--- src/rtl/coll_retry_pkg.sv ---
package coll_retry_pkg;
  typedef enum logic [2:0] {
    OC_NONE,
    OC_DONE,
    OC_RETRY,
    OC_LATE,
    OC_EXCESS
  } outcome_e;
endpackage

--- src/rtl/coll_byte_window.sv ---
module coll_byte_window #(
  parameter int WIN_W = 6
) (
  input  logic             clk,
  input  logic             rst_n,
  input  logic             clr,
  input  logic             tick,
  input  logic [WIN_W-1:0] win,
  output logic             past_win
);
  localparam int CNT_W = WIN_W + 1;
  localparam logic [CNT_W-1:0] CNT_TOP = {CNT_W{1'b1}};

  logic [CNT_W-1:0] cnt;

  always_ff @(posedge clk or negedge rst_n) begin
    if (!rst_n)                      cnt <= '0;
    else if (clr)                    cnt <= '0;
    else if (tick && cnt != CNT_TOP) cnt <= cnt + 1'b1;
  end

  assign past_win = cnt > {1'b0, win};

  AST_CNT_CLEARED: assert property (@(posedge clk) disable iff (!rst_n)
    clr |=> cnt == '0);
  AST_CNT_NO_WRAP: assert property (@(posedge clk) disable iff (!rst_n)
    (cnt == CNT_TOP && !clr) |=> cnt == CNT_TOP);
endmodule

--- src/rtl/coll_retry_count.sv ---
module coll_retry_count #(
  parameter int RETRY_W = 4
) (
  input  logic               clk,
  input  logic               rst_n,
  input  logic               inc,
  input  logic               clr,
  input  logic [RETRY_W-1:0] limit,
  output logic               exhausted
);
  logic [RETRY_W-1:0] used;

  always_ff @(posedge clk or negedge rst_n) begin
    if (!rst_n)   used <= '0;
    else if (clr) used <= '0;
    else if (inc) used <= used + 1'b1;
  end

  assign exhausted = used >= limit;

  AST_RETRY_CLEARED: assert property (@(posedge clk) disable iff (!rst_n)
    clr |=> used == '0);
  AST_NO_RETRY_PAST_LIMIT: assert property (@(posedge clk) disable iff (!rst_n)
    inc |-> !exhausted);
endmodule

--- src/rtl/coll_outcome_sel.sv ---
module coll_outcome_sel
  import coll_retry_pkg::*;
(
  input  logic     active,
  input  logic     coll,
  input  logic     frame_end,
  input  logic     past_win,
  input  logic     exhausted,
  output outcome_e outcome
);
  always_comb begin
    outcome = OC_NONE;
    if (active) begin
      if (coll) begin
        if (past_win)       outcome = OC_LATE;
        else if (exhausted) outcome = OC_EXCESS;
        else                outcome = OC_RETRY;
      end else if (frame_end) begin
        outcome = OC_DONE;
      end
    end
  end
endmodule

--- src/rtl/coll_retry_ctrl.sv ---
module coll_retry_ctrl
  import coll_retry_pkg::*;
#(
  parameter int WIN_W   = 6,
  parameter int RETRY_W = 4
) (
  input  logic               clk,
  input  logic               rst_n,
  input  logic               att_start,
  input  logic               att_end,
  input  logic               byte_tick,
  input  logic               coll_det,
  input  logic [WIN_W-1:0]   win_bytes,
  input  logic [RETRY_W-1:0] retry_max,
  output logic               retry_o,
  output logic               late_abort_o,
  output logic               xs_abort_o,
  output logic               done_o
);
  logic     active;
  logic     open_now;
  logic     past_win;
  logic     exhausted;
  outcome_e outcome;

  assign open_now = att_start && !active;

  always_ff @(posedge clk or negedge rst_n) begin
    if (!rst_n)                 active <= 1'b0;
    else if (outcome != OC_NONE) active <= 1'b0;
    else if (open_now)          active <= 1'b1;
  end

  coll_byte_window #(.WIN_W(WIN_W)) u_win (
    .clk      (clk),
    .rst_n    (rst_n),
    .clr      (open_now),
    .tick     (byte_tick && active),
    .win      (win_bytes),
    .past_win (past_win)
  );

  coll_retry_count #(.RETRY_W(RETRY_W)) u_rty (
    .clk       (clk),
    .rst_n     (rst_n),
    .inc       (outcome == OC_RETRY),
    .clr       (outcome == OC_DONE || outcome == OC_LATE || outcome == OC_EXCESS),
    .limit     (retry_max),
    .exhausted (exhausted)
  );

  coll_outcome_sel u_sel (
    .active    (active),
    .coll      (coll_det),
    .frame_end (att_end),
    .past_win  (past_win),
    .exhausted (exhausted),
    .outcome   (outcome)
  );

  always_ff @(posedge clk or negedge rst_n) begin
    if (!rst_n) begin
      retry_o      <= 1'b0;
      late_abort_o <= 1'b0;
      xs_abort_o   <= 1'b0;
      done_o       <= 1'b0;
    end else begin
      retry_o      <= outcome == OC_RETRY;
      late_abort_o <= outcome == OC_LATE;
      xs_abort_o   <= outcome == OC_EXCESS;
      done_o       <= outcome == OC_DONE;
    end
  end

  logic any_out;
  assign any_out = retry_o | late_abort_o | xs_abort_o | done_o;

  AST_ONE_OUTCOME: assert property (@(posedge clk) disable iff (!rst_n)
    $onehot0({retry_o, late_abort_o, xs_abort_o, done_o}));
  AST_SINGLE_PULSE: assert property (@(posedge clk) disable iff (!rst_n)
    any_out |=> !any_out);
  AST_IDLE_SILENT: assert property (@(posedge clk) disable iff (!rst_n)
    !active |=> !any_out);
  AST_COLL_BEATS_END: assert property (@(posedge clk) disable iff (!rst_n)
    (active && coll_det) |=> !done_o);
  AST_LATE_NO_RETRY: assert property (@(posedge clk) disable iff (!rst_n)
    (active && coll_det && past_win) |=> late_abort_o);
endmodule

--- config.mk ---
export PLATFORM = sky130hd
export DESIGN_NAME = coll_retry_ctrl
export DESIGN_NICKNAME = d
export VERILOG_FILES = /design/src/rtl/coll_retry_pkg.sv /design/src/rtl/coll_byte_window.sv /design/src/rtl/coll_retry_count.sv /design/src/rtl/coll_outcome_sel.sv /design/src/rtl/coll_retry_ctrl.sv
export SDC_FILE = /design/constraint.sdc
export NUM_CORES = 1
export LEC_CHECK = 0
export BUFFER_PORTS_ARGS = -buffer_cell sky130_fd_sc_hd__buf_2
export CAP_MARGIN = 20
export CORE_MARGIN = 2
export CORE_UTILIZATION = 50
export CTS_CLUSTER_DIAMETER = 150
export DETAILED_ROUTE_END_ITERATION = 6
export PLACE_DENSITY_LB_ADDON = 0.25
export SLEW_MARGIN = 20
export SYNTH_ARGS = -nofsm -noshare
export SYNTH_HDL_FRONTEND = slang
export SYNTH_SLANG_ARGS = --single-unit
--- constraint.sdc ---
create_clock -name clk -period 2.4 [get_ports clk]
set_input_delay 0.48 -clock clk [delete_from_list [all_inputs] [get_ports clk]]
set_output_delay 0.48 -clock clk [all_outputs]
set_load 0.005 [all_outputs]
# Yosys cells after proc, flatten, opt, wreduce, memory -nomap -nowiden
# Cells that the tools add are included.
[totals]
regBits = 16
latchBits = 0
ramBits = 0
rom_bits = 0
input_bits = 16
word_cells = 37
mem_count = 0
[classes]
addsub = 2
multipliers = 0
div_mod_pow = 0
order_cmp = 2
n_eq_ne = 5
shifts = 0
mux = 11
bitwise = 0
n_reduce_logical = 10
[op_table]
columns = ["op", "n"]
rows = [
  ["two-way mux 7 bit", 2],
  ["two-way mux 3 bit", 4],
  ["two-way mux 4 bit", 2],
  ["adder 7 x 1 -> 7 bit (second input constant)", 1],
  ["greater-than comparator 7 x 6 -> 1 bit", 1],
  ["inequality test 7 bit (second input constant)", 1],
  ["equality test 3 x 2 -> 1 bit (second input constant)", 2],
  ["nonzero test 2 bit", 3],
  ["adder 4 x 1 -> 4 bit (second input constant)", 1],
  [">= comparator 4 bit", 1],
  ["equality test 3 x 1 -> 1 bit (second input constant)", 1],
  ["equality test 3 bit (second input constant)", 1],
  ["logical AND 1 bit", 3],
  ["two-way mux 1 bit", 3],
  ["nonzero test 3 bit", 1],
  ["logical OR 1 bit", 2],
  ["logical NOT 1 bit", 1],
]

# Depth between registers and ports, before layout
[logic_depth]
depth_word = 9
depth_mapped = 6

# By module
# Synthesis repeated with hierarchy kept, for this count alone.
[unflattened]
cells_unflattened = 108
area_unflattened_um2 = 1084.8
[modules_own_cells]
columns = ["mod", "instances", "cells_per_inst", "area_per_inst_um2"]
rows = [
  ["coll_byte_window", 1, 59, 576.8],
  ["coll_retry_count", 1, 28, 274.0],
  ["coll_retry_ctrl", 1, 15, 192.7],
  ["coll_outcome_sel", 1, 6, 41.3],
]

# Worst setup path after synthesis
# OpenSTA, ideal clock, no wires.
[synth_timing]
path_kind = "input-to-reg"
startpoint = "input win_bytes[4]"
endpoint = "register u_rty.used[0]"
setup_time_ns = 0.104
arrival_time_ns = 1.762
slack_ns = 0.535
path_stages = 6
path_buffers = 0
cell_sequence = "inv_1 > ha_1 > a21o_1 > a211o_1 > o22a_2 > o41ai_2"
[synth_via]
elab_chain_len = 8
word_cells_on_any_way = 12
[synth_lines]
columns = ["element", "line", "source"]
rows = [
  ["start, declared", "coll_retry_ctrl.sv:13", "input logic [WIN_W-1:0] win_bytes,"],
  ["greater-than comparator 7 x 6 -> 1 bit *", "coll_byte_window.sv:22", "assign past_win = cnt > {1'b0, win};"],
  ["two-way mux 3 bit *", "coll_outcome_sel.sv:15", "if (past_win) outcome = OC_LATE;"],
  ["two-way mux 3 bit *", "coll_outcome_sel.sv:14", "if (coll) begin"],
  ["two-way mux 3 bit *", "coll_outcome_sel.sv:13", "if (active) begin"],
  ["equality test 3 x 1 -> 1 bit or equality test 3 x 2 -> 1 bit (tied branches)", "coll_retry_ctrl.sv:47", ".clr (outcome == OC_DONE || outcome == OC_LATE || outcome == OC_EXCESS),"],
  ["logical OR 1 bit (2 in series)", "coll_retry_ctrl.sv:47", ""],
  ["two-way mux 4 bit or nonzero test 2 bit (tied branches)", "n/a", ""],
  ["end signal, assigned", "coll_retry_count.sv:16", "else if (inc) used <= used + 1'b1;"],
  ["end, declared", "coll_retry_count.sv:11", "logic [RETRY_W-1:0] used;"],
]
# Every way passes the cells marked *; elsewhere a longest branch is shown, timed or not.
# A chain may end at the register's enable or synchronous reset.

# Worst setup path in the final report
[layout_timing]
startpoint = "register u_win.cnt[4]"
endpoint = "register u_rty.used[0]"
[layout_via]
elab_chain_len = 8
word_cells_on_any_way = 12
[layout_lines]
columns = ["element", "line", "source"]
rows = [
  ["start, declared", "coll_byte_window.sv:14", "logic [CNT_W-1:0] cnt;"],
  ["start signal, assigned", "coll_byte_window.sv:19", "else if (tick && cnt != CNT_TOP) cnt <= cnt + 1'b1;"],
  ["greater-than comparator 7 x 6 -> 1 bit *", "coll_byte_window.sv:22", ""],
  ["two-way mux 3 bit *", "coll_outcome_sel.sv:15", ""],
  ["two-way mux 3 bit *", "coll_outcome_sel.sv:14", ""],
  ["two-way mux 3 bit *", "coll_outcome_sel.sv:13", ""],
  ["equality test 3 x 1 -> 1 bit or equality test 3 x 2 -> 1 bit (tied branches)", "coll_retry_ctrl.sv:47", ""],
  ["logical OR 1 bit (2 in series)", "coll_retry_ctrl.sv:47", ""],
  ["two-way mux 4 bit or nonzero test 2 bit (tied branches)", "n/a", ""],
]
# Marks and branches as above.

==> flow_summary.json <==
{
  "status": "finished, final reports clean",
  "synth-edff-count": 0,
  "total_power_uw": 780.7,
  "worst_pin_slew_ps": 516.8,
  "drt_iter0_drc": 19,
  "n_fill_cell": 195,
  "placed_cell_area_sq_um": 1125,
  "hp-class": "input pin to asynchronous set/reset pin",
  "grt_use_total": 0.1783,
  "num_rows": 16,
  "syn_inst": 104,
  "antenna_cells": 0,
  "antenna_found_initial": 0,
  "floorplan.die_area_sq_um": 2381,
  "grt-ovfl-total": 0,
  "synthTopCellsByCount": "dfrtp_1, nand2_1, inv_1",
  "synthAdderAreaFrac": 0.1496,
  "min_period_ps": 1928,
  "grt_pass1_wl_microns": 3291,
  "clock-sinks": 16,
  "ys_seq_area_frac": 0.3990,
  "switchingPower_uw": 262.2,
  "chipWidth_microns": 48.80,
  "clkPwrFrac": 0.232,
  "powerDensity_nw_per_um2": 672.4,
  "stdcell_count": 153,
  "syn_nets": 132,
  "post_cts_buffers": 0,
  "critPathLaunch": "u_win.cnt[4]$_DFFE_PN0P_",
  "p_int_uw": 518.5,
  "fp.dieH_microns": 48.80,
  "wire_per_inst_microns": 12.53,
  "reg2reg_slack_ps": 470,
  "setup_viol": 0,
  "rsz0062_at_grt": "false",
  "endpoint": "u_rty.used[0]$_DFFE_PN0P_",
  "port_buffers": 19,
  "leakage_nw": 0.6388,
  "synth_xor_area_frac": 0.008728,
  "vias_per_cell": 5.255,
  "synth_cell_types": 30,
  "rr_startpoint": "u_win.cnt[4]$_DFFE_PN0P_",
  "gp_congestion": 0.7516,
  "pin_count": 20,
  "fin_util": 0.6042,
  "root_buffer": "clkbuf_4",
  "coreArea_sq_um": 1922,
  "worstSkewPairLatency_ps": 290,
  "avgSynthCellArea_sq_um": 9.649,
  "numCtsBuffers": 3,
  "worstRegToRegCells": 5,
  "synth_mux_area_frac": 0.05112,
  "synth_top_area_cell": "dfrtp_1",
  "hold_viol": 0,
  "detail-route-antenna-nets": 0,
  "syn_area_sq_um": 1003,
  "yosys.area_share.simple": 0.1870,
  "crit_arrival_ps": 2130,
  "synth-seq-cells": 16,
  "cts_buffer_depth": 2,
  "cts_hold_buffers": 0,
  "wl_met3_microns": 44,
  "ys_top_cells_by_area": "dfrtp_1, ha_1, nand2_1",
  "maxSlewHeadroom": 0.6519,
  "combPwrFrac": 0.291,
  "yosysTopAreaCellShare": 0.3990,
  "fmax_mhz": 518.5,
  "grt_pass1_vias": 784,
  "yosysMostFrequentCell": "dfrtp_1",
  "critical_path.endpoint_type": "register",
  "post-route-period-util": 0.8035,
  "wirelength_microns": 1917,
  "wl_met1_microns": 857,
  "dp_hpwl_microns": 1519,
  "grt_max_degree": 17,
  "synth_async_sr_flop_share": 1.000,
  "final.setup_skew_ps": 2.789,
  "switching_share": 0.3359,
  "final_area_sq_um": 1161,
  "drive_gt1_frac": 0.2222,
  "power_frac_seq": 0.476,
  "cts_tree": "built",
  "htreeDepth": 1,
  "synthToLayoutAreaGrowth_pct": 15.71,
  "reg2reg_to": "u_rty.used[0]$_DFFE_PN0P_",
  "ir_drop_v": 0.0003790,
  "seq_area_sq_um": 400.4,
  "synth_compound_area_frac": 0.1484,
  "cp-start-kind": "register",
  "setup_tns_ps": 0,
  "crit_fanout": 7,
  "drc_errors": 0,
  "path_clk_slew_ps": 100,
  "worst_ep_required_time_ps": 2600,
  "drv_slew": 0,
  "final_nets": 155,
  "critical_path_class": "register to register",
  "num_vias": 804,
  "multi_input_area_sq_um": 546.8,
  "wl_met2_microns": 989,
  "synth_flop_cell": "dfrtp_1",
  "maxCapViolations": 0,
  "first_pass_iters": 4,
  "initial_utilization": 0.5221,
  "dp_cells": 149,
  "synth_top_family_by_area": "simple AND/OR/NAND/NOR gates",
  "highest_layer": "met4",
  "cts_resized": 0,
  "ys_warn_count": 0
}
[metal layers]
metal	track usage	vias up
li1	-	408
met2	0.3333	13
met4	0.05714	0
met5	0	-
met1	0.2069	381
met3	0.02761	2
[state kept, by name, indices dropped and copies added, names as in the netlist]
name          flops
u_rty.used        4
retry_o           1
u_win.cnt         7
late_abort_o      1
xs_abort_o        1
active            1
done_o            1
[kinds of logic (layout without fill, tap and decap cells)]
group	count (synthesis)	after routing
AO/OA/AOI/OAI	19	19
XOR/XNOR	1	1
adder cells (fa/ha/maj)	12	12
buffers and inverters	14	36
flip-flops	16	16
multiplexers	5	5
AND/OR/NAND/NOR	37	37
[layout make-up]
| type | instances | share of cell area |
|---|---|---|
| inverter | 13 | 0.04203 |
| sequential | 16 | 0.3448 |
| tap | 27 | 0.02909 |
| clock buffer | 4 | 0.03125 |
| timing repair buffer | 19 | 0.08190 |
| multi-input combinational | 74 | 0.4709 |
[through the flow]
step           setup slack [ps]  hold slack [ps]
2_1_floorplan             534.6            184.4
3_3_place_gp              416.4            410.9
3_5_place_dp              386.1            415.1
4_1_cts                   483.9            93.36
5_1_grt                   359.9            100.7
6_report                  471.5            85.50
[worst max-delay path: stages, from the launching register on]
cell and delay [ps]:
dfrtp_1 480, ha_1 330, a21o_1 160, a211o_1 280, o22a_2 280, o41ai_2 310
[placed cells by master (no fill, tap or decap), drive strengths merged, types with 3 or more instances in the layout]
cell	n
ha	12
nand3	4
nand2b	3
nand2	15
mux2i	4
o31ai	3
clkbuf	4
nor2	4
buf	19
inv	13
o21ai	4
a21oi	3
dfrtp	16
and3	3
[how the worst min path moves through the flow]
stage | startpoint | end | slack, ps | cells after the start
after global placement | rst_n | u_win.cnt[0]$_DFFE_PN0P_ | 410 | 1
after CTS | rst_n | u_rty.used[2]$_DFFE_PN0P_ | 90 | 1
final | rst_n | xs_abort_o$_DFF_PN0_ | 90 | 1
after floorplan | rst_n | active$_DFFE_PN0P_ | 180 | 0
after detailed placement | rst_n | u_rty.used[2]$_DFFE_PN0P_ | 420 | 1
after global routing | rst_n | u_rty.used[2]$_DFFE_PN0P_ | 100 | 1
[power groups by stage]
stage               registers (mW)  logic, mW  clock network, mW
finish                       0.372      0.228              0.182
global route                 0.381      0.268              0.196
CTS                          0.369      0.232              0.184
detailed placement           0.375      0.231                  0
global placement             0.375      0.217                  0
floorplan                    0.358      0.175                  0
(Power assumes the default switching activity.)
